--- src/rtl/cpu_clk_switch.sv ---
module cpu_clk_switch #(
  parameter int DIV_W     = 3,
  parameter int MAX_LOG   = 4,
  parameter int INSN_CLKS = 2
) (
  input  logic             clk,
  input  logic             rst_n,
  input  logic             sub_tick,
  input  logic             wr_en,
  input  logic [DIV_W-1:0] wr_div,
  input  logic             wr_sel,
  output logic [DIV_W-1:0] cfg_div,
  output logic             cfg_sel,
  output logic             cfg_err,
  output logic             src_status,
  output logic             cpu_ce,
  output logic             wdt_run
);
  localparam int CNT_W = MAX_LOG;
  localparam int PH_W  = (INSN_CLKS > 1) ? $clog2(INSN_CLKS) : 1;
  localparam logic [PH_W-1:0]  PH_LAST = PH_W'(INSN_CLKS - 1);
  localparam logic [DIV_W-1:0] RST_DIV = DIV_W'(MAX_LOG);

  function automatic logic [CNT_W-1:0] reload(input logic [DIV_W-1:0] code);
    if (int'(code) >= MAX_LOG) reload = '1;
    else reload = CNT_W'((1 << code) - 1);
  endfunction

  logic             use_sub, gap, csel, err;
  logic [DIV_W-1:0] act_div, cdiv;
  logic [CNT_W-1:0] cnt;
  logic [PH_W-1:0]  ph;

  wire pending  = (csel != use_sub) || (!csel && (cdiv != act_div));
  wire ce       = !gap && (use_sub ? sub_tick : (cnt == '0));
  wire boundary = ce && (ph == PH_LAST);
  wire illegal  = wr_en && wr_sel && !csel && (wr_div != cdiv);

  // control word: written immediately, forbidden combo keeps the ratio
  always_ff @(posedge clk) begin
    if (!rst_n) begin
      csel <= 1'b0;
      cdiv <= RST_DIV;
      err  <= 1'b0;
    end else if (wr_en) begin
      if (illegal) begin
        err  <= 1'b1;
        csel <= 1'b1;
      end else begin
        csel <= wr_sel;
        cdiv <= wr_div;
      end
    end
  end

  // active clock: switch only at an instruction boundary, then one idle cycle
  always_ff @(posedge clk) begin
    if (!rst_n) begin
      use_sub <= 1'b0;
      act_div <= RST_DIV;
      cnt     <= reload(RST_DIV);
      ph      <= '0;
      gap     <= 1'b0;
    end else if (gap) begin
      gap <= 1'b0;
    end else if (ce) begin
      if (boundary && pending) begin
        use_sub <= csel;
        act_div <= cdiv;
        cnt     <= reload(cdiv);
        ph      <= '0;
        gap     <= 1'b1;
      end else begin
        ph  <= (ph == PH_LAST) ? '0 : ph + 1'b1;
        cnt <= reload(act_div);
      end
    end else if (!use_sub) begin
      cnt <= cnt - 1'b1;
    end
  end

  assign cfg_div    = cdiv;
  assign cfg_sel    = csel;
  assign cfg_err    = err;
  assign src_status = use_sub;
  assign cpu_ce     = ce;
  assign wdt_run    = !use_sub;

  assert_gap_after_switch_R6: assert property (@(posedge clk) disable iff (!rst_n)
    !$stable(src_status) |-> !cpu_ce);

  assert_switch_on_boundary_R5: assert property (@(posedge clk) disable iff (!rst_n)
    !$stable(src_status) |-> $past(cpu_ce));

  assert_sub_ce_on_tick_R3: assert property (@(posedge clk) disable iff (!rst_n)
    (src_status && cpu_ce) |-> sub_tick);

  assert_main_spacing_R2: assert property (@(posedge clk) disable iff (!rst_n)
    (!src_status && cpu_ce && act_div != '0) |=> !cpu_ce);

  assert_illegal_keeps_div_R9: assert property (@(posedge clk) disable iff (!rst_n)
    (wr_en && wr_sel && !cfg_sel && wr_div != cfg_div) |=>
      (cfg_div == $past(cfg_div) && cfg_sel && cfg_err));

  assert_err_sticky_R10: assert property (@(posedge clk) disable iff (!rst_n)
    cfg_err |=> cfg_err);
endmodule

--- config.mk ---
export PLATFORM = sky130hd
export DESIGN_NAME = cpu_clk_switch
export DESIGN_NICKNAME = d
export VERILOG_FILES = /design/src/rtl/cpu_clk_switch.sv
export SDC_FILE = /design/constraint.sdc
export NUM_CORES = 1
export LEC_CHECK = 0
export BUFFER_PORTS_ARGS = -buffer_cell sky130_fd_sc_hd__buf_2
export CORE_ASPECT_RATIO = 0.7
export CORE_UTILIZATION = 45
export CTS_CLUSTER_DIAMETER = 100
export DETAILED_ROUTE_END_ITERATION = 6
export PLACE_DENSITY_LB_ADDON = 0.2
export REMOVE_ABC_BUFFERS = 1
export SETUP_SLACK_MARGIN = 0.5
export SLEW_MARGIN = 20
export SYNTH_ARGS = -nofsm -noshare
export SYNTH_HDL_FRONTEND = slang
export SYNTH_SLANG_ARGS = --single-unit
--- constraint.sdc ---
create_clock -name clk -period 2 [get_ports clk]
set_input_delay 0 -clock clk [delete_from_list [all_inputs] [get_ports clk]]
set_output_delay 0 -clock clk [all_outputs]
set_load 0.01 [all_outputs]
=== Word level (Yosys, flattened, before mapping) ===
Cells that the tools add are included.

* Multiplexer cells: 10
* $add $sub $neg: 4
* Equality and inequality tests: 4
* Bitwise logic cells: 4
* Reduce and logical (&&, ||, !) cells: 18
* Magnitude comparators: 2
* Shifts and indexed selects: 2

{| class="wikitable"
|+ Operators with widths
! kind !! count
|-
| 4-bit 2-to-1 mux || 5
|-
| 2-bit AND reduction || 4
|-
| 1-bit by 3-bit left shift with 4-bit output (first input constant) || 2
|-
| 4-bit by 2-bit subtractor with 4-bit output (second input constant) || 2
|-
| 1-bit logical AND || 7
|-
| 3-bit greater-or-equal comparator (second input constant) || 2
|-
| 3-bit inequality test || 2
|-
| 1-bit 2-to-1 mux || 5
|-
| 4-bit zero test || 1
|-
| 1-bit inverter || 4
|-
| 4-bit by 1-bit subtractor with 4-bit output (second input constant) || 1
|-
| 1-bit zero test || 3
|-
| 3-bit AND reduction || 1
|-
| 3-bit OR reduction || 1
|-
| 2-bit by 1-bit inequality test with 1-bit output (second input constant) || 1
|-
| 1-bit adder (second input constant) || 1
|-
| 1-bit logical OR || 1
|-
| 1-bit inequality test || 1
|}

* Output and inout port bits: 8
* Input port bits: 8
* Bits in registers: 15

=== Logic depth before layout (Yosys ltp) ===
Gate-level depths: netlist (run 1).

* Word-level depth: 7
* Gate-level depth with buffers: 7
* Depth with buffers taken out: 7

=== Least setup slack after synthesis (run 1) ===
Ideal clock, no wire load.

* Kind: flip-flop to flip-flop
* From: register act_div[2]
* To: register cnt[1]
* Setup time: 0.116 ns
* Clock period less this slack: 1.625 ns
* Data required time: 1.884 ns
* Data arrival time: 1.510 ns
* Buffers on the path: 0
* Path slack: 0.375 ns
* Cell stages (with the launch flop): 5
* Cells stage by stage: dfxtp_1 > or3_1 > ha_1 > or3b_1 > a31o_1

* Cells in the longest elaborated chain, start to end: 6

{| class="wikitable"
|+ Ends and longest elaborated chain
! item !! RTL line !! source
|-
| start: declaration || 30 || <nowiki>logic [DIV_W-1:0] act_div, cdiv;</nowiki>
|-
| start signal: assignment || 69 || <nowiki>act_div <= cdiv;</nowiki>
|-
| branches (longest 4 deep; another with 4-bit by 2-bit subtractor with 4-bit output) || - ||
|-
| 4-bit 2-to-1 mux (*) || 67 || <nowiki>if (boundary && pending) begin</nowiki>
|-
| 4-bit 2-to-1 mux (*) || 66 || <nowiki>end else if (ce) begin</nowiki>
|-
| end signal: assignment || 70 || <nowiki>cnt <= reload(cdiv);</nowiki>
|-
| end signal: assignment || 75 || <nowiki>cnt <= reload(act_div);</nowiki>
|-
| end signal: assignment || 78 || <nowiki>cnt <= cnt - 1'b1;</nowiki>
|-
| end: declaration || 31 || <nowiki>logic [CNT_W-1:0] cnt;</nowiki>
|}

Mark *: on every way between the ends.
A chain may end at the register's enable or synchronous reset.

=== Worst setup path in the final report (run 1) ===
Ends and elaborated chain as after synthesis.

==> Implementation_results.wiki, run 1 <==
{| class="wikitable"
! Metric !! Value
|-
| Result of the run || finished, final reports clean
|-
| Fraction of final layout cells sized beyond drive strength 1 || 33.8%
|-
| Worst clock skew on the final layout || 11.5 ps
|-
| Maximum fanout count along the critical path || 6
|-
| Flop and latch count out of synthesis || 15
|-
| Share of synthesized area occupied by flip-flops and latches || 32.4%
|-
| Setup tns final || 0 ps
|-
| Relative contribution of the clock network to total power || between 20 and 30%
|-
| Die Span Y || 40.0 um
|-
| Total standard cell area after synthesis || 927 um2
|-
| Fin crit period || 1640 ps
|-
| Aggregate routed wire length || 2280 um
|-
| Switching power as a share of total power || approximately 28%
|-
| DRT Pass-1 Iters || 4
|-
| Weighted congestion at the end of routability-driven global placement || about 0.81
|-
| Violation count after the first detailed-route iteration || 39
|-
| Grt total ovfl || 0
|-
| Overall Global Routing Usage || 21.8%
|-
| DIE WIDTH || 56.3 um
|-
| Routed length per instance || 14.7 um
|-
| Part of the power in registers || approximately 54%
|-
| Root Driver || sky130_fd_sc_hd__clkbuf_4
|-
| Minimum setup slack among reg-to-reg paths || 360 ps
|-
| Buffers from clock root to sink, at most || 2
|-
| Synth warn || 0
|-
| CTS H-tree depth || 1
|-
| Total power divided by cell area || 513 mW/mm2
|-
| Sum of net half-perimeters after detailed placement || 1530 um
|-
| Number of endpoints with negative hold slack in the final report || 0
|-
| Relative slew slack || about 80%
|-
| TritonCTS clock tree || yes
|-
| Wire length of the first global-routing pass || 3420 um
|-
| Reported max-cap violation count || 0
|-
| Cell count after synthesis || 106
|-
| Arrival time at the worst endpoint || 1820 ps
|-
| Classification of the worst-slack hold path || in -> reg
|-
| Num CTS Buffers || 3
|-
| Setup repair after global routing missed its margin || yes
|-
| Maximum frequency from static timing analysis || approximately 600 MHz
|-
| Total I/O pin count || 16
|-
| Net switching power figure || 0.000169 W
|-
| DRC violation count after routing || 0
|-
| Std cell rows || 13
|-
| Cell internal power dissipation || 0.000444 W
|-
| Post-route fraction of the period consumed by the critical path || 82.2%
|-
| Setup violators final || 0
|-
| Worst-path clk slew || 90 ps
|-
| Distinct cell type count of the synthesized netlist || 35
|-
| Worst Setup Start Kind || flip-flop
|-
| Antenna cell count || 0
|-
| Worst hold margin || 9.97 ps
|-
| Effective utilization at floorplan || 48.7%
|-
| Later-pin clock latency in the skew report || 290 ps
|-
| Vias in the first global route || approximately 750
|-
| Area of the core || roughly 0.0019 mm2
|-
| Kind of critical path || reg -> reg
|-
| Antenna Violating Nets Remaining || 0
|-
| Die area || 0.00225 mm2
|-
| Maximum number of pins on one net before global-route repair || 14
|-
| Initial antenna violation count || 0
|-
| Leak pwr || approximately 0.53 nW
|-
| Number of clock sinks || 15
|-
| Area growth, synth to finish || 28.9%
|-
| Critical path required time || 2180 ps
|-
| Input/output buffers || 15
|-
| Mean Syn Cell Area || 8.75 um2
|-
| Proportion of power drawn by combinational gates || 17.2%
|-
| Nature of the critical path endpoint || flip-flop
|-
| Total number of vias || roughly 860
|-
| Final #Nets || 146
|-
| Final standard cell utilization of the core || 62.8%
|-
| Per-cell via count in the routed design || 5.53
|-
| Max-slew violation total from the final report || 0
|-
| Worst VDD drop || 0.384 mV
|-
| Slew @ Worst Pin || 333 ps
|}
==> layer usage <==
layer | GRT usage (%) | wire, um | share of wire, % | up-vias
met3 | 6.77 | 156 | 6.8 | 4
met1 | 27.0 | 1110 | 49 | 408
li1 | - | - | - | 424
met5 | 0 | 0 | 0 | -
met2 | 37.2 | 989 | 43 | 21
met4 | 7.32 | 23 | 1.0 | 0
==> cell families (layout without fill, tap and decap cells) <==
family / after synthesis / in the layout / synth area share [%]
and+or+nand+nor: 42 / 42 / 22.4
AOI/OAI and AO/OA: 17 / 17 / 15.0
DFF: 15 / 15 / 32.4
muxes: 10 / 10 / 10.8
xor gates and xnor gates: 9 / 9 / 10.1
buffers and inverters: 9 / 36 / 3.91
adders and majority gates: 4 / 4 / 5.40
==> synth_stat cells (all sizes together) <==
master	count	area share, %
inv	6	2.4
o211a	1	1.1
nand3	1	0.54
nor2	13	5.3
o21ai	5	2.7
nor4	1	0.68
a311oi	1	0.94
o211ai	1	0.81
clkbuf	2	0.94
dfxtp	15	32
or3b	2	1.9
a31o	1	0.94
a21bo	1	1.1
and4	1	0.94
buf	1	0.54
nand3b	1	0.81
nor2b	1	0.68
nand2	13	5.5
nand2b	3	2.0
or3	2	1.3
o311ai	2	1.9
a31oi	1	0.68
xnor2	9	10
mux2i	10	11
ha	4	5.4
nor3b	2	1.6
a41oi	1	3.0
nor3	2	1.1
a21oi	2	1.1
a21o	1	0.81
==> timing repair <==
action	CTS	global route
resized for setup	9	10
pin swaps	1	2
hold buffers	5	0
buffers inserted	4	0
endpoints found under the hold margin	5	0
endpoints found under the setup margin	10	14
==> path summary, 6_finish.rpt <==
kind,start,depth (start not counted),to
worst max-delay path,act_div[2],6,cnt[1]
worst min register to register,act_div[0],2,act_div[0]
worst min-delay path,rst_n,2,cnt[2]
worst max register to register,act_div[2],6,cnt[1]
==> flip-flops by register name, summed over array words and instances (netlist names) <==
| signal | count |
|---|---|
| ph | 1 |
| cfg_err | 1 |
| act_div | 3 |
| src_status | 1 |
| cfg_sel | 1 |
| cfg_div | 3 |
| gap | 1 |
| cnt | 4 |
==> cell type report <==
cell class	count	area, um2
Fill cell	163	708
Tap cell	22	27.5
Sequential cell	15	315
Clock buffer	4	26.3
Multi-Input combinational cell	82	633
Timing Repair Buffer	26	170
Inverter	6	22.5
==> critical path, cell delays in order (launching register included) <==
cell and delay (ps):
sky130_fd_sc_hd__dfxtp_2 340, sky130_fd_sc_hd__buf_4 160, sky130_fd_sc_hd__nor2_1 120, sky130_fd_sc_hd__nand2_1 110
sky130_fd_sc_hd__ha_4 270, sky130_fd_sc_hd__or3b_1 340, sky130_fd_sc_hd__a31o_1 190
==> per-stage QoR <==
step	std cells	cell area [um2]	power (W)	setup WS, ps
after floorplan	103	913	0.000386	375
after global placement	142	1030	0.000417	368
after detailed placement	142	1030	0.000418	304
after CTS	155	1150	0.000602	331
after global routing	155	1190	0.000639	317
final	155	1190	0.000613	356
==> power by group through the flow <==
| stage | logic [W] | registers [W] | clock network [W] |
|---|---|---|---|
| after detailed placement | 0.0000827 | 0.000336 | 0 |
| after global placement | 0.0000814 | 0.000335 | 0 |
| final | 0.000105 | 0.000329 | 0.000179 |
| after floorplan | 0.0000517 | 0.000335 | 0 |
| after global routing | 0.000115 | 0.000331 | 0.000193 |
| after CTS | 0.0000983 | 0.000327 | 0.000177 |
==> cell usage in the layout, fill, tap and decap left out, types with 2 or more instances in the layout <==
cell type	n
sky130_fd_sc_hd__or3_4	2
sky130_fd_sc_hd__xnor2_2	2
sky130_fd_sc_hd__nand2b_1	2
sky130_fd_sc_hd__dfxtp_1	7
sky130_fd_sc_hd__buf_4	6
sky130_fd_sc_hd__dlygate4sd3_1	5
sky130_fd_sc_hd__nand2_1	12
sky130_fd_sc_hd__nor3b_1	2
sky130_fd_sc_hd__nor3_1	2
sky130_fd_sc_hd__inv_1	5
sky130_fd_sc_hd__ha_1	3
sky130_fd_sc_hd__nor2_1	13
sky130_fd_sc_hd__xnor2_1	7
sky130_fd_sc_hd__buf_2	15
sky130_fd_sc_hd__dfxtp_4	2
sky130_fd_sc_hd__clkbuf_4	3
sky130_fd_sc_hd__o21ai_0	5
sky130_fd_sc_hd__mux2i_1	10
sky130_fd_sc_hd__dfxtp_2	6
(Power assumes the default switching activity.)
==> run 2, diff against run 1 <==
- clock period: 2 -> 1.65 ns (I/O delays scaled with it)
==> run 2 against run 1 <==
  * Maximum frequency up 2.5%
  * Combinational power increased by 70%
  * Worst hold slack worse by 0.52 ps
  * Design area up 17%
  * Critical endpoint unchanged
  * Register-to-register slack got worse by 310 ps
  * Via count is 5.7% higher
==> Implementation_results.wiki, run 2 (synthesis gave the netlist of run 1 again) <==
{| class="wikitable"
! Metric !! Value
|-
| Die Span Y || 40.0 um (unchanged)
|-
| Commonest non-fill, non-tap cell in the layout || sky130_fd_sc_hd__buf_2
|-
| Input/output buffers || 15 (unchanged)
|-
| Nature of the critical path endpoint || flip-flop
|-
| Maximum frequency from static timing analysis || 624 MHz (+2.5%)
|-
| TritonCTS clock tree || yes
|-
| Fraction of final layout cells sized beyond drive strength 1 || 50.3% (+17 points)
|-
| Worst Setup Start Kind || flip-flop
|-
| Num CTS Buffers || 3 (unchanged)
|-
| Routed length per instance || 15.5 um (+5.5%)
|-
| Register with the most flip-flops || cnt
|-
| Vias in the first global route || 837 (+11%)
|-
| Result of the run || finished, final reports clean
|-
| Number of flip-flops under the largest register name || 4 (unchanged)
|-
| Maximum number of pins on one net before global-route repair || 14 (unchanged)
|-
| Initial antenna violation count || 0 (unchanged)
|-
| Final #Nets || 156 (+6.8%)
|-
| Worst-path clk slew || 90 ps (about the same)
|-
| Root Driver || sky130_fd_sc_hd__clkbuf_4
|-
| Arrival time at the worst endpoint || 1800 ps (-20 ps)
|-
| Setup violators final || 0 (unchanged)
|-
| Commonest cells after routing, fill and taps aside || sky130_fd_sc_hd__buf_2 (14), sky130_fd_sc_hd__buf_4 (13), sky130_fd_sc_hd__nand2_1 (12)
|-
| Worst hold margin || 9.45 ps (-0.517 ps)
|-
| Total number of vias || 906 (+5.7%)
|-
| Aggregate routed wire length || 2560 um (+12%)
|-
| Relative contribution of the clock network to total power || 28.0% (-1.1 points)
|-
| Relative slew slack || 79.8% (+2.1 points)
|-
| Per-cell via count in the routed design || 5.49 (-0.69%)
|-
| Antenna cell count || 0 (unchanged)
|-
| Number of endpoints with negative hold slack in the final report || 0 (unchanged)
|-
| CTS H-tree depth || 1 (unchanged)
|-
| Leak pwr || 0.614 nW (+16%)
|-
| Slew @ Worst Pin || 300 ps (-33.8 ps)
|-
| Total I/O pin count || 16 (unchanged)
|-
| Number of fill cells in the layout || 140 (-14%)
|-
| Total power divided by cell area || 574 mW/mm2 (+12%)
|-
| Area growth, synth to finish || 50.6%
|-
| Maximum fanout count along the critical path || 2 (-4)
|-
| Antenna Violating Nets Remaining || 0 (unchanged)
|-
| Overall Global Routing Usage || 24.2% (+2.5 points)
|-
| Switching power as a share of total power || 28.8% (+1.3 points)
|-
| Setup repair after global routing missed its margin || yes
|-
| Worst VDD drop || 0.519 mV (+35%)
|-
| Violation count after the first detailed-route iteration || 46 (+18%)
|-
| Post-route fraction of the period consumed by the critical path || 97.2% (+15 points)
|-
| Grt total ovfl || 0 (unchanged)
|-
| DIE WIDTH || 56.3 um (unchanged)
|-
| Proportion of power drawn by combinational gates || 22.4% (+5.2 points)
|-
| Slowest cell delay on critical path || 400 ps (+60 ps)
|-
| Classification of the worst-slack hold path || in -> reg
|-
| DRC violation count after routing || 0 (unchanged)
|-
| Later-pin clock latency in the skew report || 300 ps (about the same)
|-
| Weighted congestion at the end of routability-driven global placement || 0.815 (+0.62%)
|-
| Part of the power in registers || 49.6% (-4.1 points)
|-
| Area of the core || 0.00190 mm2 (unchanged)
|-
| Die area || 0.00225 mm2 (unchanged)
|-
| Fin crit period || 1600 ps (-40.6 ps)
|-
| Critical path required time || 1840 ps (-340 ps)
|-
| Reported max-cap violation count || 0 (unchanged)
|-
| Effective utilization at floorplan || 48.7% (unchanged)
|-
| DRT Pass-1 Iters || 4 (unchanged)
|-
| Std cell rows || 13 (unchanged)
|-
| Kind of critical path || reg -> reg
|-
| Max-slew violation total from the final report || 0 (unchanged)
|-
| Setup tns final || 0 ps (unchanged)
|-
| Cell at the slowest stage of the critical path || sky130_fd_sc_hd__or3_4
|-
| Number of clock sinks || 15 (unchanged)
|-
| Worst clock skew on the final layout || 4.32 ps (-7.20 ps)
|-
| Buffers from clock root to sink, at most || 2 (unchanged)
|-
| Worst path cell trace || or3_4 -> ha_4 -> or3b_1 -> a31o_1
|-
| Final setup slack of the worst path || 46.5 ps (-309 ps)
|-
| Pre-CTS setup slack || 41.1 ps (-263 ps)
|-
| Net switching power figure || 0.000231 W (+37%)
|-
| Sum of net half-perimeters after detailed placement || 1670 um (+9.4%)
|-
| Cell internal power dissipation || 0.000570 W (+28%)
|-
| Wire length of the first global-routing pass || 3920 um (+15%)
|}
run 2: cell count changes in the layout (fill, tap and decap cells not counted), sizes merged:
cell / delta
dlygate4sd3: -3
buf: +13
run 2: cell type report:
cell class / count / area (um2) / area share (%)
multi-input combinational: 82 / 739 / 53.0
sequential: 15 / 314 / 22.5
clock buffer: 4 / 26.3 / 1.88
inverter: 6 / 22.5 / 1.61
timing repair buffer: 36 / 267 / 19.1
tap: 22 / 27.5 / 1.97
run 2: power groups by stage:
| stage | logic (W) | registers, W | clock network (W) |
|---|---|---|---|
| 2_1_floorplan | 0.0000626 | 0.000406 | 0 |
| 3_3_place_gp | 0.000101 | 0.000404 | 0 |
| 3_5_place_dp | 0.000106 | 0.000405 | 0 |
| 4_1_cts | 0.000158 | 0.000395 | 0.000217 |
| 5_1_grt | 0.000194 | 0.000400 | 0.000240 |
| 6_report | 0.000179 | 0.000397 | 0.000225 |
run 2: worst max-delay path, delay by kind of cell, from the launching register on:
kind / cells / cell delay, ps
compound gates: 1 / 180
fa+ha+maj: 1 / 260
flops: 1 / 320
simple gates: 2 / 740
run 2: routing by layer:
layer	global-route usage, %	share of wire (%)	up-vias
met5	0	0	-
met4	3.66	0.31	0
met3	8.06	4.0	2
met2	44.9	50	16
met1	29.0	46	441
li1	-	-	447
run 2: path summary, 6_finish.rpt:
check / start / cells past startpoint / slack [ps] / to
worst max-delay path: act_div[0] / 4 / 50 / cnt[1]
worst min-delay path: wr_en / 3 / 9 / cfg_err
worst max register to register: act_div[0] / 4 / 50 / cnt[1]
worst min register to register: cfg_err / 2 / 490 / cfg_err
run 2: per-stage QoR:
step | cell area [um2] | cells | power [W] | util (%)
final | 1400 | 165 | 0.000801 | 73.4
after global routing | 1400 | 165 | 0.000833 | 73.4
after CTS | 1320 | 162 | 0.000771 | 69.4
after detailed placement | 1070 | 147 | 0.000511 | 56.1
after global placement | 1070 | 147 | 0.000505 | 56.1
after floorplan | 913 | 103 | 0.000468 | -
run 2: timing repair:
action / 4_1_cts / 5_1_grt
setup endpoints to repair: 15 / 15
hold buffers: 2 / 0
pin swaps: 11 / 6
hold endpoints to repair: 2 / 0
gates resized for setup: 34 / 13
setup buffers: 9 / 3
